<file path="src/rtl/sbus_pkg.sv">
package sbus_pkg;
  localparam int ADDR_W  = 4;
  localparam int CMD_W   = 3;
  localparam int CH_W    = 3;
  localparam int REF_W   = 2;
  localparam int ELEM_W  = CH_W + REF_W;
  localparam int DATA_W  = 8;
  localparam int HDR_W   = ADDR_W + CMD_W + ELEM_W;
  localparam int FRAME_W = HDR_W + DATA_W;
  localparam int CNT_W   = $clog2(FRAME_W + 2);
  localparam int NUM_CFG = 3;

  localparam logic [CMD_W-1:0] CMD_READ  = 3'b001;
  localparam logic [CMD_W-1:0] CMD_WRITE = 3'b010;
  localparam logic [CH_W-1:0]  CH_MAX    = 3'd6;
  localparam logic [REF_W-1:0] REF_MAX   = 2'd2;

  typedef struct packed {
    logic [ADDR_W-1:0] addr;
    logic [CMD_W-1:0]  cmd;
    logic [CH_W-1:0]   chan;
    logic [REF_W-1:0]  refc;
  } hdr_t;

  typedef logic [NUM_CFG-1:0][DATA_W-1:0] cfg_bank_t;
endpackage

</file>
<file path="src/rtl/sbus_sync.sv">
module sbus_sync #(
  parameter int W      = 4,
  parameter int STAGES = 2
) (
  input  logic         clk_i,
  input  logic         rst_ni,
  input  logic [W-1:0] d_i,
  output logic [W-1:0] q_o
);
  logic [STAGES-1:0][W-1:0] pipe_q;

  always_ff @(posedge clk_i or negedge rst_ni) begin
    if (!rst_ni) begin
      pipe_q <= '0;
    end else begin
      pipe_q[0] <= d_i;
      for (int i = 1; i < STAGES; i++) pipe_q[i] <= pipe_q[i-1];
    end
  end

  assign q_o = pipe_q[STAGES-1];
endmodule

</file>
<file path="src/rtl/sbus_shifter.sv">
module sbus_shifter
  import sbus_pkg::*;
(
  input  logic               clk_i,
  input  logic               rst_ni,
  input  logic               ce_s_i,
  input  logic               bclk_s_i,
  input  logic               stb_s_i,
  input  logic               sdi_s_i,
  output logic               commit_o,
  output logic [CNT_W-1:0]   bit_cnt_o,
  output logic [FRAME_W-1:0] shreg_o
);
  localparam logic [CNT_W-1:0] CNT_SAT = CNT_W'(FRAME_W + 1);

  logic               bclk_q, stb_q;
  logic               bclk_rise;
  logic [CNT_W-1:0]   cnt_q;
  logic [FRAME_W-1:0] sh_q;

  assign bclk_rise = bclk_s_i & ~bclk_q;
  assign commit_o  = ce_s_i & stb_s_i & ~stb_q;

  always_ff @(posedge clk_i or negedge rst_ni) begin
    if (!rst_ni) begin
      bclk_q <= 1'b0;
      stb_q  <= 1'b0;
    end else begin
      bclk_q <= bclk_s_i;
      stb_q  <= stb_s_i;
    end
  end

  // count saturates one past a full frame so an overlong frame never matches
  always_ff @(posedge clk_i or negedge rst_ni) begin
    if (!rst_ni) begin
      cnt_q <= '0;
      sh_q  <= '0;
    end else if (!ce_s_i) begin
      cnt_q <= '0;
      sh_q  <= '0;
    end else if (commit_o) begin
      cnt_q <= '0;
    end else if (bclk_rise) begin
      sh_q  <= {sh_q[FRAME_W-2:0], sdi_s_i};
      cnt_q <= (cnt_q == CNT_SAT) ? cnt_q : cnt_q + 1'b1;
    end
  end

  assign bit_cnt_o = cnt_q;
  assign shreg_o   = sh_q;
endmodule

</file>
<file path="src/rtl/sbus_decode.sv">
module sbus_decode
  import sbus_pkg::*;
#(
  parameter logic [ADDR_W-1:0] LOCAL_ADDR = 4'hA,
  parameter int                TOK_W      = 8
) (
  input  logic               clk_i,
  input  logic               rst_ni,
  input  logic               ce_s_i,
  input  logic               commit_i,
  input  logic [CNT_W-1:0]   bit_cnt_i,
  input  logic [FRAME_W-1:0] shreg_i,
  input  logic [TOK_W-1:0]   sense_tok_i,
  input  logic               event_i,
  output logic               read_act_o,
  output logic               irq_o,
  output logic [TOK_W-1:0]   tok_o,
  output logic [CH_W-1:0]    chan_o,
  output logic [REF_W-1:0]   ref_o,
  output cfg_bank_t          cfg_o
);
  localparam logic [CNT_W-1:0] RD_LEN = CNT_W'(HDR_W);
  localparam logic [CNT_W-1:0] WR_LEN = CNT_W'(FRAME_W);

  hdr_t              hdr;
  logic [DATA_W-1:0] payload;
  logic [ELEM_W-1:0] elem;
  logic              is_short, is_full, addr_hit;
  logic              rd_ok, wr_ok;

  assign is_short = (bit_cnt_i == RD_LEN);
  assign is_full  = (bit_cnt_i == WR_LEN);
  // a read frame sits right-aligned in the shifter; a write header sits above the payload
  assign hdr      = is_short ? hdr_t'(shreg_i[HDR_W-1:0]) : hdr_t'(shreg_i[FRAME_W-1:DATA_W]);
  assign payload  = shreg_i[DATA_W-1:0];
  assign elem     = {hdr.chan, hdr.refc};
  assign addr_hit = (hdr.addr == LOCAL_ADDR);

  assign rd_ok = commit_i & addr_hit & is_short & (hdr.cmd == CMD_READ)
               & (hdr.chan <= CH_MAX) & (hdr.refc <= REF_MAX);
  assign wr_ok = commit_i & addr_hit & is_full & (hdr.cmd == CMD_WRITE);

  always_ff @(posedge clk_i or negedge rst_ni) begin
    if (!rst_ni) begin
      read_act_o <= 1'b0;
      chan_o     <= '0;
      ref_o      <= '0;
    end else if (!ce_s_i) begin
      read_act_o <= 1'b0;
    end else if (rd_ok) begin
      read_act_o <= 1'b1;
      chan_o     <= hdr.chan;
      ref_o      <= hdr.refc;
    end
  end

  always_ff @(posedge clk_i or negedge rst_ni) begin
    if (!rst_ni) begin
      tok_o <= '0;
      irq_o <= 1'b0;
    end else begin
      tok_o <= sense_tok_i;
      irq_o <= ~ce_s_i & event_i & cfg_o[NUM_CFG-1][0];
    end
  end

  for (genvar g = 0; g < NUM_CFG; g++) begin : g_cfg
    always_ff @(posedge clk_i or negedge rst_ni) begin
      if (!rst_ni)                                 cfg_o[g] <= '0;
      else if (wr_ok && elem == ELEM_W'(g))        cfg_o[g] <= payload;
    end
  end
endmodule

</file>
<file path="src/rtl/sbus_slave.sv">
module sbus_slave
  import sbus_pkg::*;
#(
  parameter logic [ADDR_W-1:0] LOCAL_ADDR  = 4'hA,
  parameter int                TOK_W       = 8,
  parameter int                SYNC_STAGES = 2
) (
  input  logic             clk_i,
  input  logic             rst_ni,
  input  logic             bus_clk_i,
  input  logic             bus_ce_i,
  input  logic             bus_stb_i,
  input  logic             bus_sdi_i,
  input  logic [TOK_W-1:0] sense_tok_i,
  input  logic             event_i,
  output logic [TOK_W-1:0] dout_o,
  output logic             dout_oe_o,
  output logic             dvalid_o,
  output logic [2:0]       chan_sel_o,
  output logic [1:0]       ref_sel_o,
  output logic [7:0]       gain_cfg_o,
  output logic [7:0]       dac_cfg_o,
  output logic [7:0]       aux_cfg_o
);
  logic [3:0]         bus_s;
  logic               bclk_s, ce_s, stb_s, sdi_s;
  logic               commit;
  logic [CNT_W-1:0]   bit_cnt;
  logic [FRAME_W-1:0] shreg;
  logic               read_act, irq;
  logic [TOK_W-1:0]   tok;
  cfg_bank_t          cfg;

  sbus_sync #(.W(4), .STAGES(SYNC_STAGES)) u_sync (
    .clk_i  (clk_i),
    .rst_ni (rst_ni),
    .d_i    ({bus_clk_i, bus_ce_i, bus_stb_i, bus_sdi_i}),
    .q_o    (bus_s)
  );
  assign {bclk_s, ce_s, stb_s, sdi_s} = bus_s;

  sbus_shifter u_shift (
    .clk_i     (clk_i),
    .rst_ni    (rst_ni),
    .ce_s_i    (ce_s),
    .bclk_s_i  (bclk_s),
    .stb_s_i   (stb_s),
    .sdi_s_i   (sdi_s),
    .commit_o  (commit),
    .bit_cnt_o (bit_cnt),
    .shreg_o   (shreg)
  );

  sbus_decode #(.LOCAL_ADDR(LOCAL_ADDR), .TOK_W(TOK_W)) u_dec (
    .clk_i       (clk_i),
    .rst_ni      (rst_ni),
    .ce_s_i      (ce_s),
    .commit_i    (commit),
    .bit_cnt_i   (bit_cnt),
    .shreg_i     (shreg),
    .sense_tok_i (sense_tok_i),
    .event_i     (event_i),
    .read_act_o  (read_act),
    .irq_o       (irq),
    .tok_o       (tok),
    .chan_o      (chan_sel_o),
    .ref_o       (ref_sel_o),
    .cfg_o       (cfg)
  );

  assign dout_oe_o  = read_act;
  assign dout_o     = read_act ? tok : '0;
  assign dvalid_o   = read_act | irq;
  assign gain_cfg_o = cfg[0];
  assign dac_cfg_o  = cfg[1];
  assign aux_cfg_o  = cfg[2];
endmodule

</file>
<file path="config.mk">
export PLATFORM = sky130hd
export DESIGN_NAME = sbus_slave
export DESIGN_NICKNAME = d
export VERILOG_FILES = /design/src/rtl/sbus_pkg.sv /design/src/rtl/sbus_sync.sv /design/src/rtl/sbus_shifter.sv /design/src/rtl/sbus_decode.sv /design/src/rtl/sbus_slave.sv
export SDC_FILE = /design/constraint.sdc
export NUM_CORES = 1
export LEC_CHECK = 0
export BUFFER_PORTS_ARGS = -buffer_cell sky130_fd_sc_hd__buf_2
export CORE_ASPECT_RATIO = 1.1
export CORE_MARGIN = 3
export CORE_UTILIZATION = 25
export DETAILED_ROUTE_END_ITERATION = 12
export SYNTH_ARGS = -nofsm -noshare
export SYNTH_HDL_FRONTEND = slang
export SYNTH_SLANG_ARGS = --single-unit
</file>
<file path="constraint.sdc">
create_clock -name clk_i -period 1.8 [get_ports clk_i]
set_clock_uncertainty 0.05 [all_clocks]
set_input_delay 0.45 -clock clk_i [delete_from_list [all_inputs] [get_ports clk_i]]
set_output_delay 0.45 -clock clk_i [all_outputs]
set_load 0.02 [all_outputs]
</file>
# == After elaboration in Yosys (flattened, before gate mapping) ==
# Index checks and enable logic that the tools add are counted.
# word_totals
wordCells,64
inputBits,15
regBits,74
output_inout_bits,39
# classes
n_mux,11
bitwise_logic,16
order_cmp,2
n_reduce_logical,7
n_addsub,1
n_eq_ne,13
# op_table
operator,count
2-to-1 mux 20 bit,3
2-to-1 mux 5 bit,4
bitwise AND 1 bit,12
2-to-1 mux 12 bit,1
"equality test 5 bit, second input constant",2
2-to-1 mux 8 bit,1
AND reduction 2 bit,3
"adder 5 x 1 -> 5 bit, second input constant",1
"equality test 5 x 1 -> 1 bit, second input constant",1
"equality test 5 x 2 -> 1 bit, second input constant",1
"equality test 5 x 4 -> 1 bit, second input constant",1
logical NOT 5 bit,1
"equality test 4 bit, second input constant",1
"!= test 2 x 1 -> 1 bit, second input constant",2
"equality test 3 x 1 -> 1 bit, second input constant",1
"equality test 3 x 2 -> 1 bit, second input constant",1
"less-or-equal comparator 3 bit, second input constant",1
logical AND 1 bit,3
"!= test 3 x 1 -> 1 bit, second input constant",1
"!= test 3 x 2 -> 1 bit, second input constant",1
inverter 1 bit,3
"less-or-equal comparator 2 bit, second input constant",1
2-to-1 mux 1 bit,2
"!= test 2 bit, second input constant",1
bitwise OR 1 bit,1

# == Logic depth before layout (Yosys ltp) ==
# Gate-level depths: netlist of run 1.
# logic_depth
word_depth,10
mapped_depth,6

# == Hierarchy ==
# From an unflattened synthesis of run 1, not the netlist that was laid out.
# hier_totals
hier_cells,210
area_unflattened_um2,2964.1
# by_module_without_submodules
module,instances,area_each_um2,cells_each
sbus_decode,1,1596.5,108
sbus_shifter,1,1071.0,81
sbus_sync,1,230.2,12
sbus_slave,1,66.3,9

# == Least setup slack after synthesis of run 1 ==
# Ideal clock, no wire load.
# synth_path
path_type,reg-to-reg
from,reg u_shift.sh_q[11] (netlist: u_shift.shreg_o[11])
to,reg u_dec.cfg_o[10] in the netlist's numbering
path_buffers,0
path_stages_with_launch,5
t_required_ps,1625
arrival_ps,1720
slack_ps,-95
setup_ps,125
path_cell_list,dfrtp_1 -> nor4b_2 -> nand4_2 -> nor4b_4 -> mux2_2
# synth_between
elab_chain_len,6
elab_cells_between_ends,7
# synth_lines
item,line_no,source
from (decl),sbus_shifter.sv:19,logic [FRAME_W-1:0] sh_q;
from (signal assigned),sbus_shifter.sv:45,"sh_q <= {sh_q[FRAME_W-2:0], sdi_s_i};"
2-to-1 mux 12 bit (*),sbus_decode.sv:34,assign hdr = is_short ? hdr_t'(shreg_i[HDR_W-1:0]) : hdr_t'(shreg_i[FRAME_W-1:DATA_W]);
equality test 4 bit,sbus_decode.sv:37,assign addr_hit = (hdr.addr == LOCAL_ADDR);
bitwise AND 1 bit (3 in series),sbus_decode.sv:41,assign wr_ok = commit_i & addr_hit & is_full & (hdr.cmd == CMD_WRITE);
logical AND 1 bit (*),sbus_decode.sv:70,else if (wr_ok && elem == ELEM_W'(g)) cfg_o[g] <= payload;
"to (signal, indexed assignment)",sbus_decode.sv:70,
to (decl),sbus_decode.sv:20,output cfg_bank_t cfg_o
# Mark *: on every way between the ends. The rest lies on a longest branch, timed or not.
# A chain may end at the register's enable or synchronous reset.

# == Worst setup path in the final report of run 1 ==
# layout_path
from,reg u_shift.sh_q[18] (netlist: u_shift.shreg_o[18])
to,reg u_dec.cfg_o[4] in the netlist's numbering
# layout_between
elab_chain_len,6
# layout_lines
item,line_no
2-to-1 mux 12 bit,sbus_decode.sv:34
equality test 4 bit,sbus_decode.sv:37
bitwise AND 1 bit (3 in series),sbus_decode.sv:41
logical AND 1 bit,sbus_decode.sv:70
# No other way between the ends.

==> flow_summary.json, run 1 <==
{
  "setup_viol_count_final": 26,
  "timing.final.hold_violations": 0,
  "mean_instance_size_in_the_synthesized_netlist_um2": 14.89,
  "p_comb_frac": 0.029,
  "synth_enable_flop_cells": 0,
  "clock_insertion_delay_worst_skew_ns": 0.33,
  "area_growth_syn_to_layout_pct": 42.59,
  "cts.root.buffer_cell": "sky130_fd_sc_hd__clkbuf_16",
  "post_drt_wl_per_cell_um": 15.41,
  "holdWs_ns": 0.005369,
  "fin_nets": 312,
  "chipHeight_um": 117.9,
  "yosys_register_bits": 74,
  "effective_utilization_at_floorplan": 0.2583,
  "p_int_uw": 3073,
  "power.ir.vdd_worst_mv": 0.5899,
  "crit_fanout": 5,
  "netlist-cell-type-count": 32,
  "netlist_area_um2": 2844,
  "floorplan.io_pins": 54,
  "cell_type_of_the_slowest_stage_on_the_worst_timing_path": "sky130_fd_sc_hd__dfrtp_1",
  "final.setup.tns_ns": -2.431,
  "max_freq_mhz": 518.6,
  "drt-initial-drc-count": 102,
  "port_buffers": 53,
  "clock_sink_count": 74,
  "fp-row-count": 40,
  "power.clock.fraction": 0.527,
  "cts_hold_buffers": 0,
  "sequential_cell_area_um2": 1853,
  "yosysWarningCount": 0,
  "largest_net_degree_at_the_start_of_global_routing": 31,
  "timing.max_slew.rel_slack": 0.7211,
  "antenna_violations_before_repair": 0,
  "globalplace.congestion": 0.7667,
  "dieWidth_um": 107.7,
  "core_ar_um2": 11010,
  "share_of_synthesized_flip_flops_with_an_asynchronous_set_or_reset": 1.000,
  "cts.path.max_buffers": 2,
  "layout_worst_path_cycle_share": 1.071,
  "rsz0062_at_grt": "true",
  "power.sequential.fraction": 0.444,
  "grt_first_pass_wirelength_mm": 11.02,
  "postRouteAntennaNets": 0,
  "synthDominantAreaCellType": "sky130_fd_sc_hd__dfrtp_1",
  "setup_ws_ns": -0.1282,
  "detailed_place_hpwl_mm": 4.796,
  "cts_tree": "done",
  "die-area_um2": 12690,
  "critPathCaptureType": "flop",
  "cap_violations": 0,
  "final_util": 0.3683,
  "cp.arrival_ns": 2.09,
  "switching_part_of_the_total_power": 0.1966,
  "drt_pass1_iterations": 4,
  "final_layout_size_suffix_gt1_frac": 0.5336,
  "filler_instances": 1088,
  "detail_route.wirelength_mm": 6.858,
  "cts-buffers-inserted": 9,
  "antenna_cells": 0,
  "postSynthCellCount": 191,
  "cp_data_required_time_ns": 1.96,
  "pwr_density_cell_nw_per_um2": 943.4,
  "cts_htree_levels": 3,
  "finalMaxSlewViolations": 0,
  "worst_setup_path_start_kind": "flop",
  "synth.area.top_cells": "sky130_fd_sc_hd__dfrtp_1 65%, sky130_fd_sc_hd__mux2_2 13%, sky130_fd_sc_hd__a22o_1 5.5%",
  "critical-path-max-stage-delay_ns": 0.38,
  "total_global_routing_track_utilization": 0.1121,
  "worst_slew_pin_slew_ns": 0.4183,
  "mostFrequentLayoutCell": "sky130_fd_sc_hd__dfrtp_1",
  "multi_input_comb_area_um2": 1060,
  "critical_path.cell_chain": "nor4b_2 -> nand4_2 -> nor4_4 -> buf_4 -> mux2_2",
  "remaining_drc_errors": 0,
  "power.static_leakage_uw": 0.002079,
  "hold_class": "primary input to asynchronous set/reset pin",
  "total_switching_power_uw": 752.2,
  "most-common-layout-cells": "73 x sky130_fd_sc_hd__dfrtp_1, 52 x sky130_fd_sc_hd__buf_2, 39 x sky130_fd_sc_hd__buf_4",
  "vias_in_the_first_global_route": 2058,
  "post_syn_nets": 209,
  "viasPerCell": 4.463,
  "violations_in_the_final_reports": "setup timing",
  "remaining_global_route_overflow": 0,
  "vias": 1986,
  "clk_transition_reported_paths_ns": 0.06,
  "run_status": "finished with violations",
  "total_power_uw": 3825,
  "critPathKind": "flop to flop",
  "final.min_clock_period_ns": 1.928,
  "yosysTopAreaCellShare": 0.6511,
  "synth-seq-area-share": 0.6511,
  "prevailing_post_synth_register_cell": "sky130_fd_sc_hd__dfrtp_1"
}
repair_timing:
action	4_1_cts	5_1_grt
endpoints found under the hold margin	0	0
pin swaps	5	4
gates resized for setup	15	15
buffers inserted	1	5
endpoints found under the setup margin	29	30
path summary, 6_finish.rpt:
kind / cells after the start / slack (ns) / endpoint / start
worst min-delay path: 1 / 0.005 / u_shift.bclk_q$_DFF_PN0_ / rst_ni
worst max-delay path: 5 / -0.13 / u_dec.cfg_o[4]$_DFFE_PN0P_ / u_shift.shreg_o[18]$_DFFE_PN0P_
worst min register to register: 0 / 0.30 / u_sync.q_o[2]$_DFF_PN0_ / u_sync.pipe_q[2]$_DFF_PN0_
worst max register to register: 5 / -0.13 / u_dec.cfg_o[4]$_DFFE_PN0P_ / u_shift.shreg_o[18]$_DFFE_PN0P_
max in group asynchronous: 2 / 1.09 / u_shift.shreg_o[14]$_DFFE_PN0P_ / rst_ni
min in group clk_i: 1 / 0.17 / u_dec.tok_o[3]$_DFF_PN0_ / sense_tok_i[3]
power by group through the flow:
stage / logic, uW / registers [uW] / clock network [uW]
2_1_floorplan: 29.8 / 1730 / 0
3_3_place_gp: 109 / 1730 / 0
3_5_place_dp: 112 / 1730 / 0
4_1_cts: 113 / 1700 / 2050
5_1_grt: 128 / 1700 / 2130
6_report: 112 / 1700 / 2010
flip-flops by register name, indices dropped and copies added (netlist names):
signal,cells
u_dec.chan_o,3
u_dec.ref_o,2
u_dec.irq_o,1
u_shift.bclk_q,1
u_dec.read_act_o,1
u_sync.q_o,4
u_shift.stb_q,1
u_sync.pipe_q,4
u_dec.cfg_o,24
u_dec.tok_o,8
u_shift.shreg_o,20
u_shift.bit_cnt_o,5
per-stage QoR:
stage                     setup WS (ns)  cells  area (um^2)
final                           -0.1282    445         4055
after global routing            -0.2325    445         4055
after CTS                       -0.1364    441         3975
after detailed placement        -0.1606    425         3582
after global placement          -0.1194    425         3582
after floorplan                -0.09399    191         2844
per-layer routing:
layer / up-vias / track usage / part of all wire
met2: 53 / 0.1897 / 0.52
met3: 7 / 0.03730 / 0.058
met1: 1023 / 0.1377 / 0.42
met4: 0 / 0.02605 / 0.0055
li1: 903 / - / -
met5: - / 0 / 0
kinds of logic after synthesis:
group / after synthesis / share of synthesized area
AND/OR/NAND/NOR: 45 / 0.1104
AO/OA/AOI/OAI: 27 / 0.07831
flip-flops: 74 / 0.6511
adder cells (fa/ha/maj): 3 / 0.01320
XOR/XNOR: 4 / 0.01232
multiplexers: 32 / 0.1267
buffers and inverters: 6 / 0.007918
cell usage after synthesis, types with 2 or more instances:
cell type                  instances
sky130_fd_sc_hd__nor2_1            8
sky130_fd_sc_hd__xor2_1            3
sky130_fd_sc_hd__inv_1             2
sky130_fd_sc_hd__ha_1              3
sky130_fd_sc_hd__nand4_1           2
sky130_fd_sc_hd__mux2_2           32
sky130_fd_sc_hd__nand4b_1          2
sky130_fd_sc_hd__nand3_1           4
sky130_fd_sc_hd__and2_1            8
sky130_fd_sc_hd__clkbuf_1          4
sky130_fd_sc_hd__dfrtp_1          74
sky130_fd_sc_hd__nand2_1           6
sky130_fd_sc_hd__nand2b_1          3
sky130_fd_sc_hd__a22o_1           18
sky130_fd_sc_hd__a22o_2            2
sky130_fd_sc_hd__a21oi_1           4
worst max-delay path: cells and delay by family (launching register included):
kind                   cells  cell delay, ns
AND/OR/NAND/NOR            3            0.84
flip-flops                 1            0.38
multiplexers               1            0.34
buffers and inverters      1            0.19
area by class of cell:
type	count	share of cell area
inverter	2	0.001851
tap	147	0.04536
clock inverter	5	0.02561
sequential	74	0.4570
multi-input combinational	111	0.2613
timing repair buffer	96	0.1524
clock buffer	10	0.05646
(Power assumes the default switching activity.)
==> run 2, diff against run 1 <==
Settings changed: GPL_ROUTABILITY_DRIVEN set to 0.
Clock period 1.8 ns to 2.47 ns, I/O delays scaled along.
==> run 2 against run 1 <==
  * The flow now finishes without violations
  * Critical path depth unchanged
  * Count of clock-buffer cells in the layout unchanged
  * Register-to-register slack improved by 0.44 ns
  * Global-route usage shrank 0.92 points
  * Worst setup slack better by 0.44 ns
  * Via count decreased by 8.4%
  * Cell count shrank 7.6%
  * Die area is the same
  * Maximum frequency down 11%
  * Sequential cell count did not move
  * Clock power fell by 43%
  * Sequential power is 27% lower
  * Critical path type unchanged
==> flow_summary.json, run 2 (synthesized netlist as in run 1, its figures left out) <==
{
  "p_comb_frac": 0.027,
  "filler_instances": 1113,
  "pwr_density_cell_nw_per_um2": 679.6,
  "numPlacedInstances": 396,
  "cts.path.max_buffers": 2,
  "hold_class": "primary input to asynchronous set/reset pin",
  "cts_htree_levels": 3,
  "power.sequential.fraction": 0.505,
  "final_layout_size_suffix_gt1_frac": 0.4470,
  "clock_sink_count": 74,
  "final.setup.tns_ns": 0,
  "antenna_cells": 0,
  "p_int_uw": 1921,
  "remaining_global_route_overflow": 0,
  "run_status": "completed",
  "layout_worst_path_cycle_share": 0.8757,
  "viasPerCell": 4.428,
  "dieWidth_um": 107.7,
  "timing.max_slew.rel_slack": 0.6377,
  "cts-buffers-inserted": 9,
  "most-common-layout-cells": "74 x sky130_fd_sc_hd__dfrtp_1, 52 x sky130_fd_sc_hd__buf_2, 32 x sky130_fd_sc_hd__mux2_2",
  "vias_in_the_first_global_route": 1860,
  "post_cts_resize_count": 0,
  "fin_nets": 278,
  "critPathKind": "flop to flop",
  "remaining_drc_errors": 0,
  "postRouteAntennaNets": 0,
  "rsz0062_at_grt": "false",
  "grt_first_pass_wirelength_mm": 10.03,
  "post-cts-setup-buffer-count": 0,
  "antenna_violations_before_repair": 0,
  "setup_viol_count_final": 0,
  "cp.arrival_ns": 2.32,
  "final.min_clock_period_ns": 2.163,
  "area_growth_syn_to_layout_pct": 27.01,
  "port_buffers": 53,
  "total_global_routing_track_utilization": 0.1029,
  "power.clock.fraction": 0.468,
  "max_freq_mhz": 462.3,
  "cts_tree": "done",
  "cap_violations": 0,
  "power.static_leakage_uw": 0.001835,
  "cts.root.buffer_cell": "sky130_fd_sc_hd__clkbuf_16",
  "post_drt_wl_per_cell_um": 14.64,
  "mostFrequentLayoutCell": "sky130_fd_sc_hd__dfrtp_1",
  "power.ir.vdd_worst_mv": 0.3131,
  "vias": 1820,
  "floorplan.io_pins": 54,
  "drt_pass1_iterations": 4,
  "timing.final.hold_violations": 0,
  "total_switching_power_uw": 533.5,
  "die-area_um2": 12690,
  "final_cells": 411,
  "drt-initial-drc-count": 61,
  "number_of_flip_flops_in_the_largest_register": 24,
  "chipHeight_um": 117.9,
  "final_util": 0.3281,
  "clock_insertion_delay_worst_skew_ns": 0.33,
  "detailed_place_hpwl_mm": 4.274,
  "core_ar_um2": 11010,
  "largest_net_degree_at_the_start_of_global_routing": 43,
  "crit_fanout": 5,
  "worst_slew_pin_slew_ns": 0.5434,
  "detail_route.wirelength_mm": 6.019,
  "critPathCaptureType": "flop",
  "cp_data_required_time_ns": 2.63,
  "finalMaxSlewViolations": 0,
  "switching_part_of_the_total_power": 0.2173,
  "largest-register": "u_dec.cfg_o",
  "worst_setup_path_start_kind": "flop",
  "cts_hold_buffers": 0,
  "clk_transition_reported_paths_ns": 0.06,
  "fp-row-count": 40,
  "effective_utilization_at_floorplan": 0.2583
}
-- run 2: path summary, 6_finish.rpt --
kind                                                 start                              end  slack [ns]  depth (start not counted)
max in group asynchronous                           rst_ni       u_sync.pipe_q[3]$_DFF_PN0_        1.48                          2
min in group clk_i              u_sync.pipe_q[3]$_DFF_PN0_          u_sync.q_o[3]$_DFF_PN0_        0.30                          0
setup / recovery           u_shift.shreg_o[12]$_DFFE_PN0P_      u_dec.cfg_o[14]$_DFFE_PN0P_        0.31                          5
hold / removal                                      rst_ni  u_shift.shreg_o[18]$_DFFE_PN0P_        0.23                          1
hold reg to reg                 u_sync.pipe_q[3]$_DFF_PN0_          u_sync.q_o[3]$_DFF_PN0_        0.30                          0
setup reg to reg           u_shift.shreg_o[12]$_DFFE_PN0P_      u_dec.cfg_o[14]$_DFFE_PN0P_        0.31                          5
-- run 2: area by class of cell --
cell class / instances / area (um^2) / area share
sequential: 74 / 1852 / 0.5126
clock buffer: 10 / 229.0 / 0.06339
clock inverter: 5 / 31.28 / 0.008660
inverter: 2 / 7.507 / 0.002078
tap: 147 / 183.9 / 0.05092
timing repair buffer: 62 / 335.3 / 0.09283
multi-input combinational: 111 / 973.4 / 0.2695
-- run 2: worst max-delay path: stages, from the launching register on --
cell and delay [ns]:
sky130_fd_sc_hd__dfrtp_1 0.39, sky130_fd_sc_hd__nor4b_1 0.36, sky130_fd_sc_hd__nand2_1 0.23, sky130_fd_sc_hd__nor4b_4 0.45, sky130_fd_sc_hd__buf_4 0.22, sky130_fd_sc_hd__mux2_2 0.34
-- run 2: stage by stage --
step / cell area, um^2 / power [uW] / hold slack [ns] / setup WS [ns]
final: 3612 / 2455 / 0.2279 / 0.3071
after CTS: 3612 / 2499 / 0.2354 / 0.3176
after detailed placement: 3352 / 1332 / 0.2919 / 0.3202
after global placement: 3352 / 1330 / 0.2853 / 0.3709
after floorplan: 2844 / 1280 / 0.2719 / 0.5753
after global routing: 3612 / 2556 / 0.2470 / 0.2294
-- run 2: layer usage --
layer | track usage | routed length, um | vias to the layer above
met5 | 0 | 0 | -
met4 | 0.03788 | 65 | 0
met3 | 0.03895 | 304 | 8
met2 | 0.1617 | 3016 | 50
met1 | 0.1283 | 2633 | 927
li1 | - | - | 835
-- run 2: power groups by stage --
stage	registers [uW]	logic [uW]	clock network, uW
floorplan	1260	21.7	0
global placement	1260	69.2	0
detailed placement	1260	70.2	0
CTS	1240	70.3	1190
global route	1240	77.6	1240
finish	1240	67.3	1150
==> run 3, diff against run 2 <==
Settings changed: GPL_ROUTABILITY_DRIVEN 0 to unset.
Clock period 2.47 ns to 2.3 ns, I/O delays scaled along.
==> run 3 against run 2 <==
  * Largest power group unchanged
  * Final area increased by 0.69%
  * Highest routed layer unchanged
  * Die area did not move
  * Non-clock buffer count did not move
  * Power grew 8.7%
  * Routed wire length fell by 0.71%
==> flow_summary.json, run 3 (synthesized netlist as in run 1, its figures left out) <==
{
  "r2r-start": "u_shift.shreg_o[11]$_DFFE_PN0P_",
  "max_freq_mhz": 476.2,
  "effective_utilization_at_floorplan": 0.2583,
  "rsz0062_at_grt": "false",
  "cp.arrival_ns": 2.26,
  "detail_route.wirelength_mm": 5.976,
  "remaining_global_route_overflow": 0,
  "run_status": "completed",
  "filler_instances": 1138,
  "remaining_drc_errors": 0,
  "setup_ws_ns": 0.2000,
  "viasPerCell": 4.375,
  "r2r-end": "u_dec.cfg_o[15]$_DFFE_PN0P_",
  "power.static_leakage_uw": 0.001844,
  "drt-initial-drc-count": 53,
  "cp_data_required_time_ns": 2.46,
  "finish.instance_area_um2": 3637,
  "postRouteAntennaNets": 0,
  "final.min_clock_period_ns": 2.100,
  "number_of_flip_flops_in_the_largest_register": 24,
  "post-cts-setup-buffer-count": 0,
  "most-common-layout-cells": "74 x sky130_fd_sc_hd__dfrtp_1, 52 x sky130_fd_sc_hd__buf_2, 32 x sky130_fd_sc_hd__mux2_2",
  "critPathKind": "flop to flop",
  "largest_net_degree_at_the_start_of_global_routing": 42,
  "antenna_violations_before_repair": 0,
  "finalMaxSlewViolations": 0,
  "setup_viol_count_final": 0,
  "floorplan.io_pins": 54,
  "hold_class": "primary input to asynchronous set/reset pin",
  "worst_setup_path_startpoint": "u_shift.shreg_o[11]$_DFFE_PN0P_",
  "fp-row-count": 40,
  "final_layout_size_suffix_gt1_frac": 0.4432,
  "clock_sink_count": 74,
  "timing.max_slew.rel_slack": 0.6328,
  "timing.final.hold_violations": 0,
  "power.ir.vdd_worst_mv": 0.3628,
  "placedInstanceArea_um2": 3364,
  "cts_hold_buffers": 0,
  "vias_in_the_first_global_route": 1903,
  "post_cts_resize_count": 0,
  "dieWidth_um": 107.7,
  "pwr_density_cell_nw_per_um2": 733.5,
  "cts_tree": "done",
  "die-area_um2": 12690,
  "critPathCaptureType": "flop",
  "chipHeight_um": 117.9,
  "globalplace.congestion": 0.7755,
  "total_global_routing_track_utilization": 0.1016,
  "worst_slew_pin_slew_ns": 0.5509,
  "port_buffers": 53,
  "place_ws_ns": 0.1911,
  "grt_first_pass_wirelength_mm": 10.08,
  "core_ar_um2": 11010,
  "cts_htree_levels": 3,
  "clock_insertion_delay_worst_skew_ns": 0.32,
  "layout_worst_path_cycle_share": 0.9131,
  "worst_setup_path_start_kind": "flop",
  "post_drt_wl_per_cell_um": 14.54,
  "detailed_place_hpwl_mm": 4.192,
  "cts.root.buffer_cell": "sky130_fd_sc_hd__clkbuf_16",
  "final.setup.tns_ns": 0,
  "drt_pass1_iterations": 2,
  "ff2ff_setup_slack_ns": 0.20,
  "largest-register": "u_dec.cfg_o",
  "cts-buffers-inserted": 9,
  "fin_nets": 278,
  "antenna_cells": 0,
  "cts.path.max_buffers": 2,
  "crit_fanout": 5,
  "total_power_uw": 2668,
  "mostFrequentLayoutCell": "sky130_fd_sc_hd__dfrtp_1",
  "clk_transition_reported_paths_ns": 0.05,
  "vias": 1798,
  "area_growth_syn_to_layout_pct": 27.89,
  "reg2reg_depth": 5,
  "cap_violations": 0
}
run 3: cell types whose count changed in the layout (fill, tap and decap cells not counted):
cell | before | now
sky130_fd_sc_hd__clkbuf_8 | 0 | 2
sky130_fd_sc_hd__clkinv_2 | 3 | 1
sky130_fd_sc_hd__buf_12 | 0 | 1
sky130_fd_sc_hd__buf_4 | 10 | 9
sky130_fd_sc_hd__clkbuf_1 | 1 | 2
sky130_fd_sc_hd__inv_6 | 1 | 0
run 3: how the worst max path moves through the flow:
stage,to,cells past startpoint
global route,u_dec.cfg_o[7]$_DFFE_PN0P_,5
finish,u_dec.cfg_o[15]$_DFFE_PN0P_,5
detailed placement,u_dec.cfg_o[6]$_DFFE_PN0P_,5
global placement,u_dec.cfg_o[14]$_DFFE_PN0P_,5
floorplan,u_dec.cfg_o[10]$_DFFE_PN0P_,4
CTS,u_dec.cfg_o[5]$_DFFE_PN0P_,5
run 3: report_power, final:
part           internal, uW  total, uW  leakage [uW]  switching [uW]
clock                   781       1260      0.000132             484
combinational          22.7       72.3      0.000720            49.5
sequential             1320       1330      0.000992            10.1
total                  2120       2670       0.00184             543
run 3: critical path, cell delays in order (launching register included):
cell	delay, ns
sky130_fd_sc_hd__dfrtp_1	0.46
sky130_fd_sc_hd__nor4b_2	0.33
sky130_fd_sc_hd__nand4_2	0.25
sky130_fd_sc_hd__nor4b_4	0.33
sky130_fd_sc_hd__buf_4	0.22
sky130_fd_sc_hd__mux2_2	0.34
run 3: cell type report:
type                            instances  area (um^2)  area share
Tap cell                              147        183.9     0.05057
Timing Repair Buffer                   62        347.8     0.09563
Sequential cell                        74         1852      0.5091
Inverter                                2        7.507    0.002064
Clock inverter                          2        12.51    0.003440
Multi-Input combinational cell        111        973.4      0.2676
Clock buffer                           13        260.3     0.07155
run 3: stage by stage:
step                      hold slack [ns]    util  instances
after floorplan                    0.2294       -        191
after global placement             0.2871  0.3056        396
after detailed placement           0.2847  0.3056        396
after CTS                          0.2155  0.3303        411
after global routing               0.2281  0.3303        411
final                              0.1919  0.3303        411
run 3: metal layers:
layer / GRT usage / part of all wire
met4: 0.03788 / 0.018
met5: 0 / 0
met3: 0.03182 / 0.050
met2: 0.1668 / 0.51
met1: 0.1244 / 0.43
